`config.mk`:
```
export PLATFORM = sky130hd
export DESIGN_NAME = linkPmSeq
export DESIGN_NICKNAME = d
export VERILOG_FILES = /design/src/rtl/linkPmPkg.sv /design/src/rtl/linkPmPath.sv /design/src/rtl/linkPmCtrl.sv /design/src/rtl/linkPmSeq.sv
export SDC_FILE = /design/constraint.sdc
export NUM_CORES = 1
export LEC_CHECK = 0
export ABC_AREA = 1
export BUFFER_PORTS_ARGS = -buffer_cell sky130_fd_sc_hd__buf_2
export CAP_MARGIN = 20
export CORE_MARGIN = 2
export CORE_UTILIZATION = 25
export DETAILED_ROUTE_END_ITERATION = 10
export PLACE_DENSITY = 0.39
export SLEW_MARGIN = 30
export SYNTH_ARGS = -nofsm -noshare
export SYNTH_HDL_FRONTEND = slang
export SYNTH_SLANG_ARGS = --single-unit
```
`constraint.sdc`:
```
create_clock -name clk -period 1.75 [get_ports clk]
set_input_delay 0.35 -clock clk [delete_from_list [all_inputs] [get_ports clk]]
set_output_delay 0.35 -clock clk [all_outputs]
set_load 0.005 [all_outputs]
```
`src/rtl/linkPmPkg.sv`:
```
package linkPmPkg;

  typedef enum logic [2:0] {
    ST_ACTIVE,
    ST_ENTER,
    ST_LOW,
    ST_EXIT,
    ST_SETTLE
  } pmState_t;

  // Strobes issued by the control FSM to the datapath
  typedef struct packed {
    logic capture;   // latch the effective depth
    logic offStep;   // switch off the next resource
    logic onStep;    // switch the last-off resource back on
    logic loadCnt;   // load exit latency counter
    logic decCnt;    // count latency down
    logic goActive;  // returning to active
  } pmStrobe_t;

  localparam int NUM_RES = 4; // 0 ref clock, 1 tx/rx, 2 PLL, 3 keeper

  localparam logic [1:0] DEPTH_SHALLOW = 2'd0;
  localparam logic [1:0] DEPTH_DEEP    = 2'd1;
  localparam logic [1:0] DEPTH_DEEPEST = 2'd2;
  localparam logic [1:0] DEPTH_OFF     = 2'd3;

endpackage

```
`src/rtl/linkPmPath.sv`:
```
module linkPmPath
  import linkPmPkg::*;
#(
  parameter int LAT_W    = 16,
  parameter int MULT_L11 = 5,
  parameter int MULT_L12 = 15
) (
  input  logic                clk,
  input  logic                rstN,
  input  pmStrobe_t           stb,
  input  logic [1:0]          targetSub,
  input  logic                deepL11En,
  input  logic                deepL12En,
  input  logic [LAT_W-1:0]    baseLatency,
  output logic [2:0]          offCount,
  output logic [2:0]          stagesNeeded,
  output logic                cntZero,
  output logic [NUM_RES-1:0]  resEn,
  output logic                retrainReq
);

  localparam int CNT_W = LAT_W + $clog2(MULT_L12 + 1);

  logic [1:0]       effDepth;
  logic [1:0]       depthQ;
  logic [2:0]       offNext;
  logic [CNT_W-1:0] cntQ;
  logic [CNT_W-1:0] latVal;
  logic             fromOffQ;

  // Fall back to a shallower depth when a deep one is not allowed
  always_comb begin
    effDepth = targetSub;
    if (targetSub == DEPTH_DEEPEST && !deepL12En)
      effDepth = deepL11En ? DEPTH_DEEP : DEPTH_SHALLOW;
    else if (targetSub == DEPTH_DEEP && !deepL11En)
      effDepth = DEPTH_SHALLOW;
  end

  always_comb begin
    case (depthQ)
      DEPTH_SHALLOW: stagesNeeded = 3'd1;
      DEPTH_DEEP:    stagesNeeded = 3'd3;
      default:       stagesNeeded = 3'd4;
    endcase
  end

  always_ff @(posedge clk or negedge rstN) begin
    if (!rstN)            depthQ <= DEPTH_SHALLOW;
    else if (stb.capture) depthQ <= effDepth;
  end

  always_comb begin
    offNext = offCount;
    if (stb.offStep)     offNext = offCount + 3'd1;
    else if (stb.onStep) offNext = offCount - 3'd1;
  end

  always_ff @(posedge clk or negedge rstN) begin
    if (!rstN) offCount <= 3'd0;
    else       offCount <= offNext;
  end

  // Resource k is off while more than k resources are off
  for (genvar k = 0; k < NUM_RES; k++) begin : g_res
    always_ff @(posedge clk or negedge rstN) begin
      if (!rstN) resEn[k] <= 1'b1;
      else       resEn[k] <= (offNext <= 3'(k));
    end
  end

  // Latency class chosen by the deepest resource that is off
  always_comb begin
    case (offCount)
      3'd0, 3'd1: latVal = CNT_W'(baseLatency);
      3'd2, 3'd3: latVal = CNT_W'(baseLatency) * CNT_W'(MULT_L11);
      default:    latVal = CNT_W'(baseLatency) * CNT_W'(MULT_L12);
    endcase
  end

  always_ff @(posedge clk or negedge rstN) begin
    if (!rstN)            cntQ <= '0;
    else if (stb.loadCnt) cntQ <= latVal;
    else if (stb.decCnt)  cntQ <= cntQ - CNT_W'(1);
  end

  assign cntZero = (cntQ == '0);

  always_ff @(posedge clk or negedge rstN) begin
    if (!rstN) begin
      fromOffQ   <= 1'b0;
      retrainReq <= 1'b0;
    end else begin
      retrainReq <= stb.goActive & fromOffQ;
      if (stb.goActive)
        fromOffQ <= 1'b0;
      else if (stb.offStep && depthQ == DEPTH_OFF && offNext == 3'd4)
        fromOffQ <= 1'b1;
    end
  end

endmodule

```
`src/rtl/linkPmCtrl.sv`:
```
module linkPmCtrl
  import linkPmPkg::*;
(
  input  logic      clk,
  input  logic      rstN,
  input  logic      entryReq,
  input  logic      wakeEvt,
  input  logic      pllLock,
  input  logic [2:0] offCount,
  input  logic [2:0] stagesNeeded,
  input  logic      cntZero,
  output pmStrobe_t stb,
  output logic      linkReady
);

  pmState_t state, nextState;

  always_comb begin
    nextState = state;
    stb       = '0;
    case (state)
      ST_ACTIVE: begin
        if (entryReq) begin
          stb.capture = 1'b1;
          nextState   = ST_ENTER;
        end
      end
      ST_ENTER: begin
        if (wakeEvt) begin
          stb.loadCnt = 1'b1;
          nextState   = ST_EXIT;
        end else begin
          stb.offStep = 1'b1;
          if (offCount + 3'd1 == stagesNeeded) nextState = ST_LOW;
        end
      end
      ST_LOW: begin
        if (wakeEvt) begin
          stb.loadCnt = 1'b1;
          nextState   = ST_EXIT;
        end
      end
      ST_EXIT: begin
        if (offCount == 3'd0) begin
          nextState = ST_SETTLE;
        end else if (offCount != 3'd2 || pllLock) begin
          // stepping from 2 to 1 re-enables tx/rx: needs PLL lock
          stb.onStep = 1'b1;
          if (offCount == 3'd1) nextState = ST_SETTLE;
        end
      end
      ST_SETTLE: begin
        if (cntZero) begin
          stb.goActive = 1'b1;
          nextState    = ST_ACTIVE;
        end else begin
          stb.decCnt = 1'b1;
        end
      end
      default: nextState = ST_ACTIVE;
    endcase
  end

  always_ff @(posedge clk or negedge rstN) begin
    if (!rstN) begin
      state     <= ST_ACTIVE;
      linkReady <= 1'b1;
    end else begin
      state     <= nextState;
      linkReady <= (nextState == ST_ACTIVE);
    end
  end

endmodule

```
`src/rtl/linkPmSeq.sv`:
```
module linkPmSeq
  import linkPmPkg::*;
#(
  parameter int LAT_W    = 16,
  parameter int MULT_L11 = 5,
  parameter int MULT_L12 = 15
) (
  input  logic             clk,
  input  logic             rstN,
  input  logic             entryReq,
  input  logic [1:0]       targetSub,
  input  logic             deepL11En,
  input  logic             deepL12En,
  input  logic             wakeEvt,
  input  logic             pllLock,
  input  logic [LAT_W-1:0] baseLatency,
  input  logic             mstDirEn,
  input  logic             slvDirEn,
  output logic             refClkEn,
  output logic             pllEn,
  output logic             phyEn,
  output logic             cmKeepEn,
  output logic             retrainReq,
  output logic             linkReady,
  output logic             masterClkEn,
  output logic             slaveClkEn
);

  pmStrobe_t          stb;
  logic [2:0]         offCount;
  logic [2:0]         stagesNeeded;
  logic               cntZero;
  logic [NUM_RES-1:0] resEn;

  linkPmCtrl u_ctrl (
    .clk          (clk),
    .rstN         (rstN),
    .entryReq     (entryReq),
    .wakeEvt      (wakeEvt),
    .pllLock      (pllLock),
    .offCount     (offCount),
    .stagesNeeded (stagesNeeded),
    .cntZero      (cntZero),
    .stb          (stb),
    .linkReady    (linkReady)
  );

  linkPmPath #(
    .LAT_W    (LAT_W),
    .MULT_L11 (MULT_L11),
    .MULT_L12 (MULT_L12)
  ) u_path (
    .clk          (clk),
    .rstN         (rstN),
    .stb          (stb),
    .targetSub    (targetSub),
    .deepL11En    (deepL11En),
    .deepL12En    (deepL12En),
    .baseLatency  (baseLatency),
    .offCount     (offCount),
    .stagesNeeded (stagesNeeded),
    .cntZero      (cntZero),
    .resEn        (resEn),
    .retrainReq   (retrainReq)
  );

  assign refClkEn    = resEn[0];
  assign phyEn       = resEn[1];
  assign pllEn       = resEn[2];
  assign cmKeepEn    = resEn[3];
  assign masterClkEn = linkReady & mstDirEn;
  assign slaveClkEn  = linkReady & slvDirEn;

endmodule

```
# After elaboration in Yosys (flattened, before gate mapping)
# Index checks and enable logic that the tools add are counted.
[totals]
reg_bits = 35
latchBits = 0
ram_bits = 0
mem_bits_ro = 0
out_inout_bits = 8
wordCells = 86
mem_count = 0
[op_classes]
n_addsub = 3
mul = 2
n_div = 0
order_cmp = 4
n_eq_ne = 14
shifts = 0
n_mux = 32
bitwise = 3
reduce_logical = 17
[ops]
columns = ["cell", "count"]
rows = [
  ["$mux W20", 2],
  ["$pmux W20 S2", 1],
  ["$mux W3", 10],
  ["$logic_not A20 Y1", 1],
  ["$mul A16 B4 Y20 const B", 1],
  ["$sub A20 B1 Y20 const B", 1],
  ["$mul A16 B3 Y19 const B", 1],
  ["$pmux W3 S5", 1],
  ["$mux W1", 14],
  ["$eq A3 B2 Y1 const B", 4],
  ["$logic_not A3 Y1", 3],
  ["$eq A3 B1 Y1 const B", 2],
  ["$eq A3 B3 Y1 const B", 2],
  ["$le A3 B1 Y1 const B", 2],
  ["$le A3 B2 Y1 const B", 2],
  ["$mux W2", 3],
  ["$pmux W3 S2", 1],
  ["$reduce_or A2 Y1", 3],
  ["$eq A2 B1 Y1 const B", 2],
  ["$eq A2 B2 Y1 const B", 2],
  ["$logic_and A1 B1 Y1", 4],
  ["$reduce_bool A2 Y1", 2],
  ["$add A3 B1 Y3 const B", 1],
  ["$and A1 B1 Y1", 3],
  ["6 further kinds", 7],
]

# Logic depth before layout (Yosys ltp)
[depth]
ltp_word = 11
ltp_mapped = 18
depth_no_buf = 18

# Cells and area by module
# Synthesis repeated with hierarchy kept, for this count alone.
[unflattened]
hier_cells = 895
hier_area_um2 = 5640.4
[by_module_without_submodules]
columns = ["module", "n_inst", "cells_per_inst", "area_per_inst_um2", "seq_area_each_um2"]
rows = [
  ["linkPmPath", 1, 818, 5200.0, 780.7],
  ["linkPmCtrl", 1, 73, 425.4, 101.3],
  ["linkPmSeq", 1, 4, 15.0, 0.0],
]

# Least setup slack after synthesis
# OpenSTA, ideal clock, no wires.
[synth_timing]
kind = "in2reg"
from = "input baseLatency[3]"
to = "register u_path.cntQ[17]"
arrival_ns = 2.697
path_slack_ns = -1.064
cell_stages = 15
n_path_buf = 0
path_cell_list = "inv_1 -> fa_1 -> fa_1 -> inv_1 -> ha_1 -> or2_1 -> and2_1 -> nand2_1 -> nand2_1 -> nand2_1 -> nand3b_1 -> nand3_1 -> nand2_1 -> nand2_1 -> nand2_1"
[synth_via]
elab_chain_len = 3
[synth_rtl]
columns = ["item", "line", "rtl"]
rows = [
  ["start: declaration", "linkPmSeq.sv:16", "input logic [LAT_W-1:0] baseLatency,"],
  ["$mul A16 B4 Y20 or $mul A16 B3 Y19 (tied branches)", "linkPmPath.sv:77, linkPmPath.sv:76", ""],
  ["$pmux W20 S2 (*)", "linkPmPath.sv:74", "case (offCount)"],
  ["$mux W20 (*)", "linkPmPath.sv:83", "else if (stb.loadCnt) cntQ <= latVal;"],
  ["end signal: assignment", "linkPmPath.sv:83", ""],
  ["end signal: assignment", "linkPmPath.sv:84", "else if (stb.decCnt) cntQ <= cntQ - CNT_W'(1);"],
  ["end: declaration", "linkPmPath.sv:27", "logic [CNT_W-1:0] cntQ;"],
]
# Every way passes the cells marked *; elsewhere a longest branch is shown, timed or not.
# A chain may end at the register's enable or synchronous reset.

# Worst setup path after layout
[layout_timing]
from = "input baseLatency[5]"
to = "register u_path.cntQ[15]"
# The elaborated chain is that of the path after synthesis.

==> metrics.md <==
| Metric | Value |
|---|---|
| Post-synthesis cell count | 818 |
| Max IR drop VDD | 0.000701 V |
| CTS H-tree lvls | 2 |
| Syn. warnings | 0 |
| GRT Total Usage | 0.170 |
| Slew @ Worst Pin | 506 ps |
| Netlist cell types | 46 |
| Gp weighted congestion | 0.815 |
| Die Wd | 152 um |
| DP HPWL | 15.2 mm |
| Internal power | 0.00586 W |
| CP cell instances | buf_8 -> clkinvlp_4 -> buf_4 -> fa_2 -> fa_1 -> inv_2 -> ha_4 -> nand2_2 -> nand2_4 -> a21oi_4 -> nor2_4 -> nor2_2 -> nand3b_1 -> nand3_2 -> nand3_2 -> nand2_1 -> inv_1 |
| WL final | 18.3 mm |
| Worst-Skew Late Latency | 280 ps |
| Startpoint Class | input pin |
| Max Slew Vio Count | 0 |
| CTS buffer count | 5 |
| Final setup skew | 3.15 ps |
| Num ports | 35 |
| Synthesized Nets | 934 |
| Count of buffer and inverter cells on the critical path | 5 |
| R2R depth | 13 |
| CP Capture Point | u_path.cntQ[15] |
| CORE AREA | 21200 um2 |
| Final hold vios | 0 |
| Register area share after synthesis | 0.162 |
| Slew HR | 0.663 |
| Violations in the final reports | setup timing |
| Drt wl/cell | 14.1 um |
| PwrDens | 1380 nW/um2 |
| Slowest cell on crit path | fa_2 |
| P&R area growth vs syn | 53.3% |
| Element type at the critical path end | flop |
| Kind of critical path | in2reg |
| FF-to-FF Start | u_path.offCount[0] |
| Post-DP Area | 7220 um2 |
| Total Die Area | 23000 um2 |
| # diodes | 0 |
| CTS sink count | 35 |
| Max cap viols | 0 |
| Final nets | 1137 |
| Layout cell share with drive strength beyond 1 | 0.411 |
| Design area | 8340 um2 |
| Mapped Area | 5440 um2 |
| Initial DRC count | 275 |
| Hold Crit Class | in2async |
| Seq pwr share | 0.131 |
| FP Rows | 53 |
| Starting Density | 0.256 |
| # setup viols final | 18 |
| Status | finished, violations left |
| Fin crit period | 2730 ps |
| Net Sw Power | 0.00562 W |
| Post-synth top area share | 0.161 |
| Vias per inst | 4.46 |
| Synth top area cells | nand2_1, dfrtp_1, ha_1, fa_1, inv_1 |
| Clock power frac | 0.084 |
| Crit share post-route | 1.56 |
| Post-synth EDFFs | 0 |
| Hold-fix buffers, CTS | 0 |
| ANT nets after route | 0 |
| Largest area contributor in the netlist | nand2_1 |
| Setup repair after global routing missed its margin | true |
| CP arrival | 2910 ps |
| Initial antenna violation count | 0 |
| Cell family with most CP delay | adder cells |
| Die extent in y | 152 um |
| Critical path origin | baseLatency[5] |
| CP most frequent cell | nand3_2 |
| Ys async rst share | 1.00 |
| Final non-filler cell total | 1297 |
| Largest net degree at the start of global routing | 36 |
| P_leak | 4.14 nW |
| Vias | 5789 |
| Critical path depth in cells | 17 |
| Root buffer cell | clkbuf_16 |
| Drt pass-1 iters | 6 |
| I/O Buffers | 34 |
| Maximum clock frequency | 366 MHz |
| Longest Clk Path Bufs | 2 |
| Vias in the first global route | 5877 |
| #FFs+latches synth | 35 |
| Combinational share of power | 0.786 |
| Sw frac | 0.490 |
| Post-Syn Area per Cell | 6.65 um2 |
| R2R Setup Slk | -130 ps |
| Placed insts | 1255 |
| Grt ovf | 0 |
| Setup ws final | -980 ps |
| First-pass GRT wire length | 30.5 mm |
| Clock transition at path regs | 60 ps |
| Max incr delay on CP | 560 ps |
| CP Max Fanout | 4 |
| DRC viols | 0 |
| Required time of the worst setup path | 1930 ps |
| Main synth FF type | dfrtp_1 |
| Worst R2R End | u_path.cntQ[18] |
| CTS tree | done |
kinds of logic after synthesis:
group / after synthesis / share of synthesized area
and+or+nand+nor: 435 / 0.360
AOI/OAI and AO/OA: 93 / 0.0975
adders and majority gates: 89 / 0.246
xor gates and xnor gates: 14 / 0.0225
DFF: 35 / 0.162
buffers and inverters: 152 / 0.112
layout by cell type (no fill, tap or decap), types with 15 or more instances in the layout:
cell type  Yosys  final
buf_4          3    152
dfrtp_1       30     30
inv_1        136     98
inv_2          7     31
nand2_4        3     19
ha_1          59     41
nand2_2        3     34
nor2_1        74     61
a21oi_1       40     24
nand2_1      233    186
fa_1          30     28
nand3_2        3     23
buf_6          3     18
buf_2          1     22
nand3_1       71     47
ha_4           0     15
o21ai_0       25     18
per-stage QoR:
stage	hold WS, ps	total power (W)	utilization	TNS [ps]	setup WS [ps]
5_1_grt	158	0.0126	0.393	-16880	-1150
6_report	101	0.0115	0.393	-14650	-980
3_5_place_dp	434	0.00889	0.340	-21120	-1380
2_1_floorplan	54.4	0.00613	-	-13490	-890
3_3_place_gp	433	0.00894	0.340	-21050	-1390
4_1_cts	129	0.0108	0.375	-14900	-987
how the worst min path moves through the flow:
stage	startpoint	to	slack (ps)
floorplan	rstN	u_ctrl.state[0]	50
global placement	rstN	u_path.cntQ[1]	430
detailed placement	rstN	u_path.cntQ[1]	430
CTS	rstN	u_path.cntQ[1]	130
global route	rstN	u_path.cntQ[1]	160
finish	rstN	u_path.cntQ[1]	100
cell type report:
cell class | count | area (um2)
fillers | 2291 | 12900
clock buffers | 8 | 156
well taps | 275 | 344
repair buffers | 203 | 1650
inverters | 145 | 599
multi-input cells | 631 | 4710
flip-flops and latches | 35 | 882
timing repair:
| action | CTS | global route |
|---|---|---|
| cloned | 0 | 1 |
| pin swaps | 63 | 49 |
| setup endpoints to repair | 20 | 25 |
| setup buffers | 21 | 13 |
| resized for setup | 112 | 87 |
metal layers:
layer	vias up	track usage	wire length [um]
met4	0	0.0227	185
met1	2684	0.256	9540
li1	3017	-	-
met2	72	0.264	8020
met3	16	0.0210	554
met5	-	0	0
power groups by stage:
stage / Clock, W / Combinational (W) / Sequential [W]
after CTS: 0.000982 / 0.00828 / 0.00150
after floorplan: 0 / 0.00465 / 0.00148
final: 0.000960 / 0.00902 / 0.00150
after global placement: 0 / 0.00743 / 0.00151
after global routing: 0.00103 / 0.0101 / 0.00156
after detailed placement: 0 / 0.00739 / 0.00151
cell usage after synthesis (3+ instances only):
cell,number
o21ai_1,8
buf_6,3
nand2_4,3
nor2_4,3
o211ai_1,5
buf_4,3
nand3_1,71
xor2_1,12
dfstp_2,5
nor2_1,74
nand4_1,8
nand2_1,233
inv_1,136
inv_2,7
dfrtp_1,30
nand3_2,3
o21ai_0,25
nor3_1,7
o21ai_2,3
nor2_2,6
or2_2,4
a21oi_1,40
fa_1,30
ha_1,59
nand3b_1,11
nand2_2,3
state kept, by name (all words and copies together) (netlist names):
register           count
u_path.cntQ           20
u_path.resEn           4
u_ctrl.linkReady       1
u_path.offCount        3
u_path.depthQ          2
u_path.fromOffQ        1
u_path.retrainReq      1
u_ctrl.state           3
No activity file was read; power rests on OpenSTA's default activity.
